<file path="src/rtl/edge_req_pkg.sv">
package edge_req_pkg;
  localparam int unsigned REG_W  = 32;
  localparam int unsigned ADDR_W = 8;

  localparam logic [ADDR_W-1:0] OFS_STATUS = 8'h10;
  localparam logic [ADDR_W-1:0] OFS_ENABLE = 8'h18;
  localparam logic [ADDR_W-1:0] OFS_ROUTE  = 8'h20;
  localparam logic [ADDR_W-1:0] OFS_RISE   = 8'h28;
  localparam logic [ADDR_W-1:0] OFS_FALL   = 8'h30;

  typedef enum logic {
    ROUTE_IRQ = 1'b0,
    ROUTE_DMA = 1'b1
  } route_e;
endpackage

</file>
<file path="src/rtl/edge_req_detect.sv">
module edge_req_detect #(
  parameter int unsigned          NUM_CH      = 11,
  parameter logic [NUM_CH-1:0]    CH_MASK     = '1,
  parameter int unsigned          SYNC_STAGES = 2
) (
  input  logic              clk_i,
  input  logic              rst_ni,
  input  logic [NUM_CH-1:0] pad_i,
  input  logic [NUM_CH-1:0] rise_en_i,
  input  logic [NUM_CH-1:0] fall_en_i,
  output logic [NUM_CH-1:0] edge_hit_o
);

  for (genvar c = 0; c < NUM_CH; c++) begin : g_ch
    if (CH_MASK[c]) begin : g_impl
      logic [SYNC_STAGES-1:0] sync_q;
      logic                   prev_q;
      logic                   cur;

      always_ff @(posedge clk_i or negedge rst_ni) begin
        if (!rst_ni) begin
          sync_q <= '0;
          prev_q <= 1'b0;
        end else begin
          sync_q <= {sync_q[SYNC_STAGES-2:0], pad_i[c]};
          prev_q <= sync_q[SYNC_STAGES-1];
        end
      end

      assign cur           = sync_q[SYNC_STAGES-1];
      assign edge_hit_o[c] = (rise_en_i[c] &  cur & ~prev_q)
                           | (fall_en_i[c] & ~cur &  prev_q);
    end else begin : g_void
      assign edge_hit_o[c] = 1'b0;
    end
  end

  logic unused_in;
  assign unused_in = ^{pad_i & ~CH_MASK, rise_en_i & ~CH_MASK, fall_en_i & ~CH_MASK};

endmodule

</file>
<file path="src/rtl/edge_req_regs.sv">
module edge_req_regs
  import edge_req_pkg::*;
#(
  parameter int unsigned       NUM_CH  = 11,
  parameter logic [NUM_CH-1:0] CH_MASK = '1
) (
  input  logic              clk_i,
  input  logic              rst_ni,
  input  logic              req_i,
  input  logic              we_i,
  input  logic [ADDR_W-1:0] addr_i,
  input  logic [REG_W-1:0]  wdata_i,
  output logic [REG_W-1:0]  rdata_o,
  input  logic [NUM_CH-1:0] edge_hit_i,
  input  logic [NUM_CH-1:0] dma_ack_i,
  output logic [NUM_CH-1:0] flag_o,
  output logic [NUM_CH-1:0] en_o,
  output logic [NUM_CH-1:0] route_o,
  output logic [NUM_CH-1:0] rise_o,
  output logic [NUM_CH-1:0] fall_o
);

  logic              wr;
  logic              wr_status, wr_enable, wr_route, wr_rise, wr_fall;
  logic [NUM_CH-1:0] wr_ch;
  logic [NUM_CH-1:0] rd_vec;
  logic [REG_W-1:0]  rd_word;

  assign wr        = req_i & we_i;
  assign wr_status = wr & (addr_i == OFS_STATUS);
  assign wr_enable = wr & (addr_i == OFS_ENABLE);
  assign wr_route  = wr & (addr_i == OFS_ROUTE);
  assign wr_rise   = wr & (addr_i == OFS_RISE);
  assign wr_fall   = wr & (addr_i == OFS_FALL);

  // channel c lives at bit REG_W-1-c
  always_comb begin
    for (int c = 0; c < NUM_CH; c++) wr_ch[c] = wdata_i[REG_W-1-c];
  end

  for (genvar c = 0; c < NUM_CH; c++) begin : g_ch
    if (CH_MASK[c]) begin : g_impl
      logic flag_q, en_q, route_q, rise_q, fall_q;

      always_ff @(posedge clk_i or negedge rst_ni) begin
        if (!rst_ni) begin
          flag_q  <= 1'b0;
          en_q    <= 1'b0;
          route_q <= 1'b0;
          rise_q  <= 1'b0;
          fall_q  <= 1'b0;
        end else begin
          // new edge beats any clear in the same cycle
          flag_q <= edge_hit_i[c]
                  | (flag_q & ~(wr_status & wr_ch[c]) & ~dma_ack_i[c]);
          if (wr_enable) en_q    <= wr_ch[c];
          if (wr_route)  route_q <= wr_ch[c];
          if (wr_rise)   rise_q  <= wr_ch[c];
          if (wr_fall)   fall_q  <= wr_ch[c];
        end
      end

      assign flag_o[c]  = flag_q;
      assign en_o[c]    = en_q;
      assign route_o[c] = route_q;
      assign rise_o[c]  = rise_q;
      assign fall_o[c]  = fall_q;
    end else begin : g_void
      assign flag_o[c]  = 1'b0;
      assign en_o[c]    = 1'b0;
      assign route_o[c] = 1'b0;
      assign rise_o[c]  = 1'b0;
      assign fall_o[c]  = 1'b0;
    end
  end

  always_comb begin
    unique case (addr_i)
      OFS_STATUS: rd_vec = flag_o;
      OFS_ENABLE: rd_vec = en_o;
      OFS_ROUTE:  rd_vec = route_o;
      OFS_RISE:   rd_vec = rise_o;
      OFS_FALL:   rd_vec = fall_o;
      default:    rd_vec = '0;
    endcase
  end

  always_comb begin
    rd_word = '0;
    for (int c = 0; c < NUM_CH; c++) rd_word[REG_W-1-c] = rd_vec[c];
  end

  assign rdata_o = (req_i && !we_i) ? rd_word : '0;

  logic unused_bits;
  assign unused_bits = ^{wdata_i[REG_W-1-NUM_CH:0], wr_ch & ~CH_MASK,
                         edge_hit_i & ~CH_MASK, dma_ack_i & ~CH_MASK};

endmodule

</file>
<file path="src/rtl/edge_req_route.sv">
module edge_req_route
  import edge_req_pkg::*;
#(
  parameter int unsigned NUM_CH = 11
) (
  input  logic [NUM_CH-1:0] flag_i,
  input  logic [NUM_CH-1:0] en_i,
  input  logic [NUM_CH-1:0] route_i,
  output logic              irq_o,
  output logic [NUM_CH-1:0] dma_req_o
);

  logic [NUM_CH-1:0] irq_vec;

  for (genvar c = 0; c < NUM_CH; c++) begin : g_ch
    logic live;
    assign live         = flag_i[c] & en_i[c];
    assign irq_vec[c]   = live & (route_e'(route_i[c]) == ROUTE_IRQ);
    assign dma_req_o[c] = live & (route_e'(route_i[c]) == ROUTE_DMA);
  end

  assign irq_o = |irq_vec;

endmodule

</file>
<file path="src/rtl/edge_req_unit.sv">
module edge_req_unit
  import edge_req_pkg::*;
#(
  parameter int unsigned       NUM_CH  = 11,
  parameter logic [NUM_CH-1:0] CH_MASK = 11'h42F
) (
  input  logic              clk_i,
  input  logic              rst_ni,
  input  logic              req_i,
  input  logic              we_i,
  input  logic [ADDR_W-1:0] addr_i,
  input  logic [REG_W-1:0]  wdata_i,
  output logic [REG_W-1:0]  rdata_o,
  input  logic [NUM_CH-1:0] pad_i,
  input  logic [NUM_CH-1:0] dma_ack_i,
  output logic              irq_o,
  output logic [NUM_CH-1:0] dma_req_o
);

  logic [NUM_CH-1:0] edge_hit;
  logic [NUM_CH-1:0] flag_q, en_q, route_q, rise_q, fall_q;

  edge_req_detect #(
    .NUM_CH      (NUM_CH),
    .CH_MASK     (CH_MASK),
    .SYNC_STAGES (2)
  ) u_detect (
    .clk_i      (clk_i),
    .rst_ni     (rst_ni),
    .pad_i      (pad_i),
    .rise_en_i  (rise_q),
    .fall_en_i  (fall_q),
    .edge_hit_o (edge_hit)
  );

  edge_req_regs #(
    .NUM_CH  (NUM_CH),
    .CH_MASK (CH_MASK)
  ) u_regs (
    .clk_i      (clk_i),
    .rst_ni     (rst_ni),
    .req_i      (req_i),
    .we_i       (we_i),
    .addr_i     (addr_i),
    .wdata_i    (wdata_i),
    .rdata_o    (rdata_o),
    .edge_hit_i (edge_hit),
    .dma_ack_i  (dma_ack_i),
    .flag_o     (flag_q),
    .en_o       (en_q),
    .route_o    (route_q),
    .rise_o     (rise_q),
    .fall_o     (fall_q)
  );

  edge_req_route #(
    .NUM_CH (NUM_CH)
  ) u_route (
    .flag_i    (flag_q),
    .en_i      (en_q),
    .route_i   (route_q),
    .irq_o     (irq_o),
    .dma_req_o (dma_req_o)
  );

endmodule

</file>
<file path="config.mk">
export PLATFORM = sky130hd
export DESIGN_NAME = edge_req_unit
export DESIGN_NICKNAME = d
export VERILOG_FILES = /design/src/rtl/edge_req_pkg.sv /design/src/rtl/edge_req_detect.sv /design/src/rtl/edge_req_regs.sv /design/src/rtl/edge_req_route.sv /design/src/rtl/edge_req_unit.sv
export SDC_FILE = /design/constraint.sdc
export NUM_CORES = 1
export LEC_CHECK = 0
export ABC_AREA = 1
export BUFFER_PORTS_ARGS = -buffer_cell sky130_fd_sc_hd__buf_4
export CORE_MARGIN = 2
export CORE_UTILIZATION = 38
export CTS_BUF_LIST = sky130_fd_sc_hd__clkbuf_16
export DETAILED_ROUTE_END_ITERATION = 12
export GPL_ROUTABILITY_DRIVEN = 1
export PLACE_DENSITY = 0.62
export SYNTH_ARGS = -nofsm -noshare
export SYNTH_HDL_FRONTEND = slang
export SYNTH_HIERARCHICAL = 1
export SYNTH_SLANG_ARGS = --single-unit
</file>
<file path="constraint.sdc">
create_clock -name clk_i -period 0.8 [get_ports clk_i]
set_input_delay 0.04 -clock clk_i [delete_from_list [all_inputs] [get_ports clk_i]]
set_output_delay 0.04 -clock clk_i [all_outputs]
set_load 0.005 [all_outputs]
</file>
# Word-level counts from Yosys, hierarchy flattened
# Index checks and enable logic that the tools add are counted.
# totals
out_inout_bits	44
input_bits	66
reg_bits	48
word_cells	160
# op_classes
mux	2
bitwise	108
reduce_logical	3
n_eq_ne	5
# ops
cell	count
bitwise AND 1 bit	66
case mux 11 bit (5 select lines)	1
two-way mux 32 bit	1
NOT 1 bit	30
== test 8 x 6 -> 1 bit (second input constant)	3
== test 8 x 5 -> 1 bit (second input constant)	2
OR 1 bit	12
OR reduction 6 bit	1
logical AND 1 bit	1
logical NOT 1 bit	1

# Depth between registers and ports, before layout
# logic_depth
word_depth	7
mapped_depth	8
depth_no_buf	8

# Cells and area by module
# The synthesis kept the hierarchy.
# by_module_without_submodules
module	seq_area_each_um2	cells_each	area_each_um2	instances
edge_req_regs	750.7	289	2354.8	1
edge_req_detect	450.4	54	619.3	1
edge_req_route	0.0	53	222.7	1

# Worst setup path after synthesis
# OpenSTA, ideal clock, no wires.
# synth_timing
path_kind	in2reg
from	input addr_i[0]
to	register u_regs.g_ch[3].g_impl.fall_q
stages	8
arrival_time_ns	0.784
setup_ns	0.120
slack_ns	-0.104
path_buffers	2
cell_sequence	inv_2 nand2_4 nor2_4 buf_6 nand3_2 buf_6 nand2_1 o21ai_2
# synth_via
elab_chain_cells	2
# synth_lines
element	line	source
start: declaration	edge_req_unit.sv:11	input logic [ADDR_W-1:0] addr_i,
== test 8 x 6 -> 1 bit	edge_req_regs.sv:34	assign wr_fall = wr & (addr_i == OFS_FALL);
bitwise AND 1 bit	edge_req_regs.sv:34	
end signal: assignment	edge_req_regs.sv:59	if (wr_fall) fall_q <= wr_ch[c];
end: declaration	edge_req_regs.sv:43	logic flag_q, en_q, route_q, rise_q, fall_q;
# Every way passes these cells.
# A chain may end at the register's enable or synchronous reset.

# Worst setup path in the final report
# layout_timing
from	register u_regs.g_ch[10].g_impl.route_q
to	output rdata_o[21]
# layout_via
elab_chain_cells	2
# layout_lines
element	line	source
start: declaration	edge_req_regs.sv:43	
start signal: assignment	edge_req_regs.sv:57	if (wr_route) route_q <= wr_ch[c];
case mux 11 bit (5 select lines)	edge_req_regs.sv:78	unique case (addr_i)
two-way mux 32 bit	edge_req_regs.sv:93	assign rdata_o = (req_i && !we_i) ? rd_word : '0;
end: declaration	edge_req_unit.sv:13	output logic [REG_W-1:0] rdata_o,
# Every way passes these cells.

==> out/metrics.cfg <==
[status]
status = finished, violations left
violations = hold timing, setup timing

[global_route]
met2_usage = 0.2857
grt_use_met3 = 0.02970
grt.met1_usage = 0.2129
grt_remaining_overflow = 0
top_usage_layer = met2
grt_pass1_wl_um = 11510
grt_max_degree = 22
grt_antenna_before_repair = 0
grt_pass1_vias = 2420
grt_use_total = 0.1668

[worst_setup_path]
criticalPathCategory = flop to output pin
cp_top_family = flip-flops
critPathMostFrequentCell = nand3_2
crit_chain = nand3_2 > nand3_2 > nor2_1 > nor2_2 > buf_4
critPathCaptureType = output pin
cp.arrival_ns = 1.24
cpPeakStageDelay_ns = 0.42
required_ns = 0.76
start_kind = flop
path_max_fanout = 3
worst-path-buf-inv = 1
crit_slowest_cell = dfrtp_1

[finish]
final_util = 0.5410
final_cell_mix = 60 x buf_4, 45 x dfrtp_1, 43 x nand3_1, 43 x nand2_1, 41 x conb_1
mostFrequentLayoutCell = buf_4
finalNonFillerCells = 561
drive_above_1_share = 0.4357
area_growth_pct = 37.12
num-nets-final = 524
antennaDiodeCount = 0
fillCellCount = 724

[die]
die_y_um = 94.04
die_area_um2 = 8843
placementRows = 32
io_pins = 110
core_area_um2 = 7807
die_x_um = 94.04
initial_core_util = 0.3946

[timing]
min_period_ns = 1.276
slew_viol_final = 0
rsz0062_at_grt = true
clock.fmax_mhz = 783.6
finalSetupViolations = 41
fin_ws_ns = -0.4761
final_hold_viol_count = 1
min_period_over_period = 1.595
fin_skew_ns = 0.001511
finalSetupTns_ns = -6.050
hold-worst-slack_ns = -0.003079

[route]
wirelength_um = 7017
routed_via_density = 4.433
first_pass_iters = 4
wl_per_cell_um = 12.51
vias = 2487
route.detailed.drc = 0
ant_nets = 0
drt-initial-drc-count = 122

[min_path]
hold_class = primary input to flop

[clock_tree]
cts_buffers = 5
root_buffer = clkbuf_16
cts_tree = done
h-tree-depth = 2
clock-sinks = 48
clk_path_buf_depth = 2
cts.clk_slew.worst_paths_ns = 0.06
clk_latency_ns = 0.28

[place]
place_hpwl_um = 4811
gp_congestion = 0.8743
dp.cells = 523
numPortBuffers = 42

[synthesis]
avgSynthCellArea_um2 = 8.106
syn_inst = 380
syn_area_um2 = 3080
ys_warn_count = 6

[power_and_ir_drop]
total_power_mw = 5.503
leakage_nw = 2.058
ir_drop_mv = 1.115
powerDensity_nw_per_um2 = 1303

[job]
cap_violations = 0

[power by group]
part           internal [mW]  switching [mW]  leakage [nW]
sequential              2.54          0.0941         0.598
combinational          0.405           0.432          1.39
clock                   1.15           0.882        0.0712
total                   4.10            1.41          2.06
[worst register-to-register path: stages, from the launching register on]
cell and delay, ns:
dfrtp_1 0.43, buf_6 0.14, buf_6 0.10, nand3b_1 0.06
nand2_1 0.05
[area by class of cell]
class	instances	area, um2	area share
timing repair buffer	107	1021	0.2417
clock buffer	5	125.1	0.02962
clock inverter	3	20.02	0.004739
inverter	49	230.2	0.05450
multi-input combinational	247	1495	0.3540
tap	102	127.6	0.03021
sequential	48	1205	0.2852
[per-layer routing]
layer / routed length (um) / vias up
li1: - / 1241
met1: 2935 / 1153
met2: 3635 / 80
met3: 307 / 13
met4: 138 / 0
met5: 0 / -
[path summary, 6_finish.rpt]
path / start / to / slack, ns / cells past startpoint
min in group asynchronous: rst_ni / u_detect/g_ch[3].g_impl.sync_q[0] / 0.17 / 2
max reg2reg: u_regs/g_ch[3].g_impl.flag_q / u_regs/g_ch[3].g_impl.flag_q / -0.08 / 4
min: dma_ack_i[0] / u_regs/g_ch[0].g_impl.flag_q / -0.003 / 3
max in group asynchronous: rst_ni / u_regs/g_ch[10].g_impl.flag_q / 0.21 / 3
min reg2reg: u_detect/g_ch[3].g_impl.sync_q[0] / u_detect/g_ch[3].g_impl.sync_q[1] / 0.35 / 0
max: u_regs/g_ch[10].g_impl.route_q / rdata_o[21] / -0.48 / 5
[registers in the layout (all words and copies together), names as in the netlist]
| register | count |
|---|---|
| u_regs/g_ch.g_impl.flag_q | 6 |
| u_regs/g_ch.g_impl.rise_q | 6 |
| u_detect/g_ch.g_impl.sync_q | 12 |
| u_regs/g_ch.g_impl.en_q | 6 |
| u_detect/g_ch.g_impl.prev_q | 6 |
| u_regs/g_ch.g_impl.route_q | 6 |
| u_regs/g_ch.g_impl.fall_q | 6 |
[stage by stage]
step	area (um2)	setup WS [ns]
global placement	3473	-0.3929
CTS	4010	-0.4566
detailed placement	3473	-0.4024
global route	4224	-0.5441
finish	4224	-0.4761
floorplan	3347	-0.05748
[timing repair]
action                                  CTS  global route
buffers inserted                         10            16
pin swaps                                39            44
resized for setup                        47            56
endpoints found under the hold margin    58             0
endpoints found under the setup margin   41            43
hold buffers                             11             0
cloned                                    4             0
Note: power is estimated with default switching activity, not from simulation.
